$ cat src/rtl/lcdp_pkg.sv
package lcdp_pkg;

  localparam int SLOT_W = 2;
  typedef logic [SLOT_W-1:0] slot_t;

  typedef enum logic [2:0] {
    PM_NORM   = 3'd0,
    PM_THIRD1 = 3'd1,
    PM_THIRD2 = 3'd2,
    PM_HALF0  = 3'd3,
    PM_HALF90 = 3'd4
  } phase_mode_e;

  // Map the external phase code to an internal mode; unused codes fall to normal.
  function automatic phase_mode_e decode_code(input logic [2:0] code);
    phase_mode_e m;
    case (code)
      3'd1:    m = PM_THIRD1;
      3'd2:    m = PM_THIRD2;
      3'd4:    m = PM_HALF90;
      3'd5:    m = PM_HALF0;
      default: m = PM_NORM;
    endcase
    return m;
  endfunction

  function automatic logic is_half(input phase_mode_e m);
    return (m == PM_HALF0) || (m == PM_HALF90);
  endfunction

  // Index of the final slot of a frame.
  function automatic slot_t last_slot(input phase_mode_e m);
    return is_half(m) ? slot_t'(3) : slot_t'(2);
  endfunction

  // Level of the exported clock in a given slot.
  function automatic logic clk_level(input phase_mode_e m, input slot_t s);
    logic lv;
    case (m)
      PM_THIRD1: lv = (s == slot_t'(1)) || (s == slot_t'(2));
      PM_THIRD2: lv = (s == slot_t'(2)) || (s == slot_t'(0));
      PM_HALF90: lv = (s == slot_t'(1)) || (s == slot_t'(2));
      default:   lv = (s == slot_t'(0)) || (s == slot_t'(1));
    endcase
    return lv;
  endfunction

  // Slots in which a pixel and its strobes are captured.
  function automatic logic is_launch(input phase_mode_e m, input slot_t s);
    return (s == slot_t'(0)) || (is_half(m) && (s == slot_t'(2)));
  endfunction

endpackage

$ cat src/rtl/lcdp_slot_seq.sv
module lcdp_slot_seq
  import lcdp_pkg::*;
(
  input  logic        clk_i,
  input  logic        rst_i,
  input  logic [2:0]  code_i,
  output slot_t       nxt_slot_o,
  output phase_mode_e nxt_mode_o
);

  slot_t       slot_q;
  phase_mode_e mode_q;
  logic        wrap;
  logic        rst_q;

  always_comb begin
    wrap       = (slot_q == last_slot(mode_q));
    nxt_slot_o = wrap ? slot_t'(0) : slot_q + slot_t'(1);
    nxt_mode_o = wrap ? decode_code(code_i) : mode_q;
  end

  always_ff @(posedge clk_i) begin
    rst_q <= rst_i;
    if (rst_i) begin
      slot_q <= last_slot(PM_NORM);
      mode_q <= PM_NORM;
    end else begin
      slot_q <= nxt_slot_o;
      mode_q <= nxt_mode_o;
    end
  end


  mode_at_frame_start_chk: assert property (@(posedge clk_i) disable iff (rst_i || rst_q)
    (mode_q != $past(mode_q)) |-> (slot_q == slot_t'(0)));


  third_frame_len_chk: assert property (@(posedge clk_i) disable iff (rst_i || rst_q)
    !is_half(mode_q) |-> (slot_q != slot_t'(3)));

endmodule

$ cat src/rtl/lcdp_clk_shaper.sv
module lcdp_clk_shaper
  import lcdp_pkg::*;
(
  input  logic        clk_i,
  input  logic        rst_i,
  input  slot_t       nxt_slot_i,
  input  phase_mode_e nxt_mode_i,
  output logic        pclk_o
);

  logic pclk_q;
  logic rst_q;

  always_ff @(posedge clk_i) begin
    rst_q <= rst_i;
    if (rst_i) pclk_q <= 1'b0;
    else       pclk_q <= clk_level(nxt_mode_i, nxt_slot_i);
  end

  assign pclk_o = pclk_q;


  clk_low_in_reset_chk: assert property (@(posedge clk_i)
    rst_q |-> !pclk_q);

endmodule

$ cat src/rtl/lcdp_launch.sv
module lcdp_launch #(
  parameter int DATA_W = 24,
  parameter int CTL_N  = 3
) (
  input  logic              clk_i,
  input  logic              rst_i,
  input  logic              launch_i,
  input  logic [CTL_N-1:0]  pol_i,
  input  logic [CTL_N-1:0]  ctl_i,
  input  logic [DATA_W-1:0] pix_i,
  output logic [CTL_N-1:0]  ctl_o,
  output logic [DATA_W-1:0] pix_o
);

  logic [CTL_N-1:0]  ctl_q;
  logic [DATA_W-1:0] pix_q;
  logic              rst_q;

  always_ff @(posedge clk_i) begin
    rst_q <= rst_i;
    if (rst_i) begin
      pix_q <= '0;
      for (int i = 0; i < CTL_N; i++) ctl_q[i] <= ~pol_i[i];
    end else if (launch_i) begin
      pix_q <= pix_i;
      for (int i = 0; i < CTL_N; i++) ctl_q[i] <= ctl_i[i] ^ ~pol_i[i];
    end
  end

  assign ctl_o = ctl_q;
  assign pix_o = pix_q;


  strobes_idle_in_reset_chk: assert property (@(posedge clk_i)
    rst_q |-> (ctl_q == ~$past(pol_i)));


  pix_hold_chk: assert property (@(posedge clk_i) disable iff (rst_i || rst_q)
    !$past(launch_i) |-> $stable(pix_q));


  ctl_hold_chk: assert property (@(posedge clk_i) disable iff (rst_i || rst_q)
    !$past(launch_i) |-> $stable(ctl_q));

endmodule

$ cat src/rtl/lcd_pclk_phase.sv
module lcd_pclk_phase
  import lcdp_pkg::*;
#(
  parameter int DATA_W = 24
) (
  input  logic              clk_i,
  input  logic              rst_i,
  input  logic [2:0]        phase_sel_i,
  input  logic [2:0]        pol_i,
  input  logic              hs_i,
  input  logic              vs_i,
  input  logic              de_i,
  input  logic [DATA_W-1:0] pix_i,
  output logic              pclk_o,
  output logic              hs_o,
  output logic              vs_o,
  output logic              de_o,
  output logic [DATA_W-1:0] pix_o
);

  localparam int CTL_N = 3;

  slot_t            nxt_slot;
  phase_mode_e      nxt_mode;
  logic             launch;
  logic [CTL_N-1:0] ctl_out;

  lcdp_slot_seq u_seq (
    .clk_i      (clk_i),
    .rst_i      (rst_i),
    .code_i     (phase_sel_i),
    .nxt_slot_o (nxt_slot),
    .nxt_mode_o (nxt_mode)
  );

  lcdp_clk_shaper u_shaper (
    .clk_i      (clk_i),
    .rst_i      (rst_i),
    .nxt_slot_i (nxt_slot),
    .nxt_mode_i (nxt_mode),
    .pclk_o     (pclk_o)
  );

  assign launch = is_launch(nxt_mode, nxt_slot);

  lcdp_launch #(.DATA_W(DATA_W), .CTL_N(CTL_N)) u_launch (
    .clk_i    (clk_i),
    .rst_i    (rst_i),
    .launch_i (launch),
    .pol_i    (pol_i),
    .ctl_i    ({de_i, vs_i, hs_i}),
    .pix_i    (pix_i),
    .ctl_o    (ctl_out),
    .pix_o    (pix_o)
  );

  assign hs_o = ctl_out[0];
  assign vs_o = ctl_out[1];
  assign de_o = ctl_out[2];

endmodule

$ cat config.mk
export PLATFORM = sky130hd
export DESIGN_NAME = lcd_pclk_phase
export DESIGN_NICKNAME = d
export VERILOG_FILES = /design/src/rtl/lcdp_pkg.sv /design/src/rtl/lcdp_slot_seq.sv /design/src/rtl/lcdp_clk_shaper.sv /design/src/rtl/lcdp_launch.sv /design/src/rtl/lcd_pclk_phase.sv
export SDC_FILE = /design/constraint.sdc
export NUM_CORES = 1
export LEC_CHECK = 0
export ABC_AREA = 1
export BUFFER_PORTS_ARGS = -buffer_cell sky130_fd_sc_hd__buf_2
export CAP_MARGIN = 20
export CELL_PAD_IN_SITES_DETAIL_PLACEMENT = 1
export CELL_PAD_IN_SITES_GLOBAL_PLACEMENT = 2
export CORE_AREA = 4 4 93 95
export DETAILED_ROUTE_END_ITERATION = 16
export DIE_AREA = 0 0 97 99
export GPL_TIMING_DRIVEN = 0
export HOLD_SLACK_MARGIN = 0.08
export PLACE_DENSITY_LB_ADDON = 0.1
export SLEW_MARGIN = 20
export SYNTH_ARGS = -nofsm -noshare
export SYNTH_HDL_FRONTEND = slang
export SYNTH_SLANG_ARGS = --single-unit
$ cat constraint.sdc
create_clock -name clk_i -period 1.9 [get_ports clk_i]
set_clock_uncertainty 0.05 [all_clocks]
set_input_delay 0.095 -clock clk_i [delete_from_list [all_inputs] [get_ports clk_i]]
set_output_delay 0.095 -clock clk_i [all_outputs]
set_load 0.02 [all_outputs]
## After elaboration in Yosys (flattened, before gate mapping)

Index checks and enable logic that the tools add are counted.

- Bits in registers: 33
- Input bits: 35
- Output and inout port bits: 28
- Word-level logic and storage cells: 42

- $add $sub $neg: 1
- Equality and inequality tests: 13
- Mux-type cells: 7
- Bitwise logic cells: 6
- Reduce and logical (&&, ||, !) cells: 10

Operators with widths:

| cell | number |
|---|---|
| equality test 3 x 2 -> 1 bit (second input constant) | 4 |
| equality test 3 bit (second input constant) | 4 |
| one-hot mux 3 bit (4 select lines) | 1 |
| 2-to-1 mux 3 bit | 3 |
| equality test 3 x 1 -> 1 bit (second input constant) | 2 |
| logical OR 1 bit | 6 |
| inverter 1 bit | 3 |
| XOR 1 bit | 3 |
| adder 2 x 1 -> 2 bit (second input constant) | 1 |
| equality test 2 x 1 -> 1 bit (second input constant) | 1 |
| equality test 2 bit | 1 |
| equality test 2 bit (second input constant) | 1 |
| logical NOT 2 bit | 1 |
| 2-to-1 mux 2 bit | 1 |
| one-hot mux 1 bit (2 select lines) | 1 |
| nonzero test 2 bit | 1 |
| OR reduction 2 bit | 1 |
| logical AND 1 bit | 1 |
| 2-to-1 mux 1 bit | 1 |

## Depth between registers and ports, before layout

- Depth in word-level cells: 11
- Depth in mapped cells: 13
- Depth with buffers taken out: 13

## Hierarchy

A second synthesis with hierarchy kept.

- Cell total of the unflattened synthesis: 203
- Area, all modules: 1,438.9 um^2

Modules (own cells, without submodules):

| module | times used | cells an instance | area an instance (um^2) | sequential area each (um^2) |
|---|---|---|---|---|
| lcdp_launch | 1 | 127 | 1,006.0 | 570.5 |
| lcdp_slot_seq | 1 | 50 | 304.0 | 100.1 |
| lcdp_clk_shaper | 1 | 16 | 87.6 | 20.0 |
| lcd_pclk_phase | 1 | 10 | 41.3 | 0.0 |

## Worst setup path before layout

No wires, ideal clock.

- Kind: flip-flop to flip-flop
- Start point: reg u_seq.mode_q[1]
- End point: reg u_launch.ctl_q[0], in the netlist u_launch.ctl_o[0] (enable)
- Setup time: 0.307 ns
- Arrival time: 1.467 ns
- Required time: 1.543 ns
- Path slack: 0.076 ns
- Stages on the path, launching flop included: 13
- Buffers on the path: 2
- Clock period less this slack: 1.824 ns
- Cell sequence: dfxtp_1 inv_2 nand3_1 nand3_2 nand3_4 nand2_1 nand2_2 nand2_2 nand2_4 nand3_4 buf_6 buf_8 nand3_1

- Cells in the longest elaborated chain, start to end: 10
- Elaborated cells on any way between the ends: 15
- Those cells by class: 6 x eq/ne; 3 x mux; 6 x reduce/logical

RTL lines:

| what | RTL line | source |
|---|---|---|
| from (decl) | lcdp_slot_seq.sv:12 | `phase_mode_e mode_q;` |
| from (signal assigned) | lcdp_slot_seq.sv:29 | `mode_q <= nxt_mode_o;` |
| equality test 3 x 2 -> 1 bit / equality test 3 bit (equally long branches) | lcdp_pkg.sv:28 | `return (m == PM_HALF0) \|\| (m == PM_HALF90);` |
| logical OR 1 bit | lcdp_pkg.sv:28 |  |
| 2-to-1 mux 1 bit | lcdp_pkg.sv:33 | `return is_half(m) ? slot_t'(3) : slot_t'(2);` |
| equality test 2 bit | lcdp_slot_seq.sv:17 | `wrap = (slot_q == last_slot(mode_q));` |
| 2-to-1 mux 3 bit | lcdp_slot_seq.sv:19 | `nxt_mode_o = wrap ? decode_code(code_i) : mode_q;` |
| equality test 3 x 2 -> 1 bit / equality test 3 bit (equally long branches) | lcdp_pkg.sv:28 |  |
| logical OR 1 bit | lcdp_pkg.sv:28 |  |
| logical AND 1 bit | lcdp_pkg.sv:50 | `return (s == slot_t'(0)) \|\| (is_half(m) && (s == slot_t'(2)));` |
| logical OR 1 bit (*) | lcdp_pkg.sv:50 |  |
| nonzero test 2 bit (no line) (*) | -- |  |
| to (decl) | lcdp_launch.sv:15 | `logic [CTL_N-1:0] ctl_q;` |

Mark *: on every way between the ends. The rest lies on a longest branch, timed or not.
A chain may end at the register's enable or synchronous reset.

## Worst setup path after layout

- Start point: reg u_seq.mode_q[0]
- End point: reg u_launch.ctl_q[0], in the netlist u_launch.ctl_o[0] (enable)

The elaborated chain is that of the path after synthesis.

==> results by group <==
Outcome
  • Status: finished clean

Setup path
  • R2r setup slk: 0.09 ns
  • Startpoint types: flip-flop
  • WP data arrival: 1.77 ns
  • R2r startpoint: u_seq.mode_q[0]$_SDFF_PP0_
  • Crit. End Element: flip-flop
  • Worst Path Max Fanout: 19
  • Critical Path RT: approximately 1.9 ns
  • Kind of critical path: flip-flop to flip-flop
  • Critical Path Start: u_seq.mode_q[0]$_SDFF_PP0_

Clock tree
  • CTS tree: yes
  • Clock root buffer: clkbuf_8
  • CTS Buffer Depth: 2
  • H-tree Lvls: 2
  • Worst skew pair latency: 0.28 ns
  • CTS sink cnt: 33
  • Total CTS buffers: 5
  • Reg clk slew, reported paths: ~0.08 ns

Min path
  • Hold Startpoint: hs_i
  • Hold crit path type: primary input to flip-flop

Die
  • CORE AREA: a little under 0.008 mm²
  • Die width: 97 µm
  • Full die area: a little under 0.01 mm²
  • Chip height: 99 µm
  • Io pins: 63
  • Num rows: 32
  • Initial Util: 22.6%

Place
  • Cells after DPL: 410
  • I/O Buffers: 62
  • Hpwl dp: 3930 µm
  • Post-DP Area: around 0.0022 mm²
  • GPL Wtd Cong: between 0.7 and 0.8

Final layout
  • Most frequent cells in the layout: buf_2, nand2_1, inv_1, nand3_1, nor2_1
  • Share of layout cells above drive strength 1: 35.7%
  • Commonest non-fill, non-tap cell in the layout: buf_2
  • Layout Cell Area excl Fill: 0.00269 mm²
  • Fillers: 965
  • Synthesis-to-finish area growth: 54.4%
  • Final std cells w/o fill: 449
  • Nets@finish: 383
  • Ant diodes: 0

Global routing
  • GRT Max-Usage Layer: met2
  • M3 GR Usage: 3.54%
  • Gr usage total: between 10% and 20%
  • Met2 usage: 21.4%
  • Global-route wire length before repair: between 9000 and 10000 µm
  • Remaining global-route overflow: 0
  • Vias in the first global route: 1953
  • Met1 GRT Util: 14.2%
  • Initial antenna violation count: 0
  • Largest net degree at the start of global routing: 20

Detailed routing
  • DR iter-0 viols: 20
  • Post-DRT Antenna Nets: 0
  • Wire per inst: 12.3 µm
  • Via/cell ratio: between 4 and 5
  • First-pass detailed-route iteration total: 4
  • DRC: 0
  • Via count: 1859
  • DRT Wirelength: 5530 µm

Yosys
  • YS warnings: 0
  • Syn Area/Cell: slightly above 7 µm²
  • Synth Cell Area: 0.00174 mm²
  • Sequential area share after synthesis: just under 40%
  • Syn_nets: 283
  • #FFs+latches synth: 33
  • Synth unique cells: 27
  • Synth Instances: between 200 and 250

Power
  • Worst-case vdd ir drop: just over 0.0005 V
  • Leakage: 1.33 nW
  • Pwr Total: 0.00496 W
  • Pwr/cell area: 1840 mW/mm²

STA
  • Worst-Margin Slew: around 0.53 ns
  • Max-slew headroom: 64.7%
  • RSZ-0062 raised after global routing: yes
  • Fin. Hold Viols: 0
  • Post-layout minimum cycle time: 1.81 ns
  • Final Setup Violations: 0
  • Slew Limit Fails: 0
  • Crit share post-route: 95.4%
  • Peak Freq: 551 MHz

Run
  • Max-cap viol count: 0
## power by group
group,switching [W],internal [W]
clock network,0.000283,0.000253
logic,0.00196,0.00122
registers,0.000192,0.00105
total,0.00244,0.00252
## state kept, by name (all words and copies together) (netlist names)
register and flops:
u_seq.mode_q 3, u_launch.ctl_o 3, u_launch.pix_o 24, u_shaper.pclk_o 1, u_seq.slot_q 2
## routing by layer
layer / share of wire (%) / wire [µm]
met1: 46 / 2520
met2: 49 / 2730
met3: 4.4 / 243
met4: 0.61 / 34
met5: 0 / 0
## cell usage after synthesis
cell type	n	area (µm²)
a21oi_1	16	80.1
a21oi_2	9	78.8
buf_1	1	3.75
buf_2	5	25.0
buf_4	1	7.51
buf_6	1	11.3
buf_8	1	15.0
clkbuf_1	4	15.0
dfxtp_1	30	601
edfxtp_1	3	90.1
ha_1	2	25.0
inv_1	36	135
inv_2	3	11.3
nand2_1	49	184
nand2_2	5	31.3
nand2_4	1	11.3
nand3_1	33	165
nand3_2	2	20.0
nand3_4	2	35.0
nand3b_1	3	22.5
nor2_1	29	109
nor3_1	2	10.0
o21ai_0	2	10.0
o21ai_1	1	5.00
o21ai_2	1	8.76
o21bai_1	1	7.51
xnor2_1	3	26.3
## area by class of cell
type	count	area (µm²)	share of cell area, %
Timing Repair Buffer	93	613	22.8
Sequential cell	33	709	26.3
Clock buffer	5	68.8	2.56
Multi-Input combinational cell	162	913	33.9
Clock inverter	3	17.5	0.651
Inverter	39	146	5.44
Buffer	12	96.3	3.58
Tap cell	102	128	4.74
## stage by stage
step	setup slack [ns]	TNS (ns)	hold WS [ns]	util (%)
global placement	-0.281	-5.67	0.269	28.2
CTS	0.00709	0	0.109	33.4
floorplan	0.0760	0	0.117	-
detailed placement	-0.267	-5.49	0.273	28.2
global route	-0.0288	-0.0880	0.140	34.8
finish	0.0865	0	0.125	34.8
## worst max-delay path, cell delays in order, from the launching register on
cell and delay [ns]:
dfxtp_4 0.38, o21ai_4 0.18, nand3_4 0.12, nand3_4 0.13
nand2_1 0.07, nand2_2 0.09, nand2_2 0.07, nand2_4 0.08
nand3_4 0.11, buf_12 0.19, nand3_4 0.07
## cells by family after synthesis
group | count (synthesis) | share of synthesized area [%]
AO/OA/AOI/OAI | 30 | 10.9
adder cells (fa/ha/maj) | 2 | 1.43
buffers and inverters | 52 | 12.8
AND/OR/NAND/NOR | 126 | 33.7
flip-flops | 33 | 39.6
XOR/XNOR | 3 | 1.51
## what timing repair did
| item | in CTS | in global routing |
|---|---|---|
| gates cloned | 1 | 0 |
| gates resized for setup | 16 | 29 |
| pin swaps | 2 | 0 |
| setup endpoints to repair | 27 | 27 |
| setup buffers | 0 | 3 |
| hold endpoints to repair | 31 | 0 |
| hold buffers | 28 | 0 |
## path summary, 6_finish.rpt
check / endpoint / depth (start not counted)
max: u_launch.ctl_o[0]$_DFFE_PP_ / 10
min: u_launch.ctl_o[0]$_DFFE_PP_ / 4
max reg2reg: u_launch.ctl_o[0]$_DFFE_PP_ / 10
min reg2reg: u_seq.slot_q[0]$_SDFF_PP0_ / 1
(Power assumes the default switching activity.)
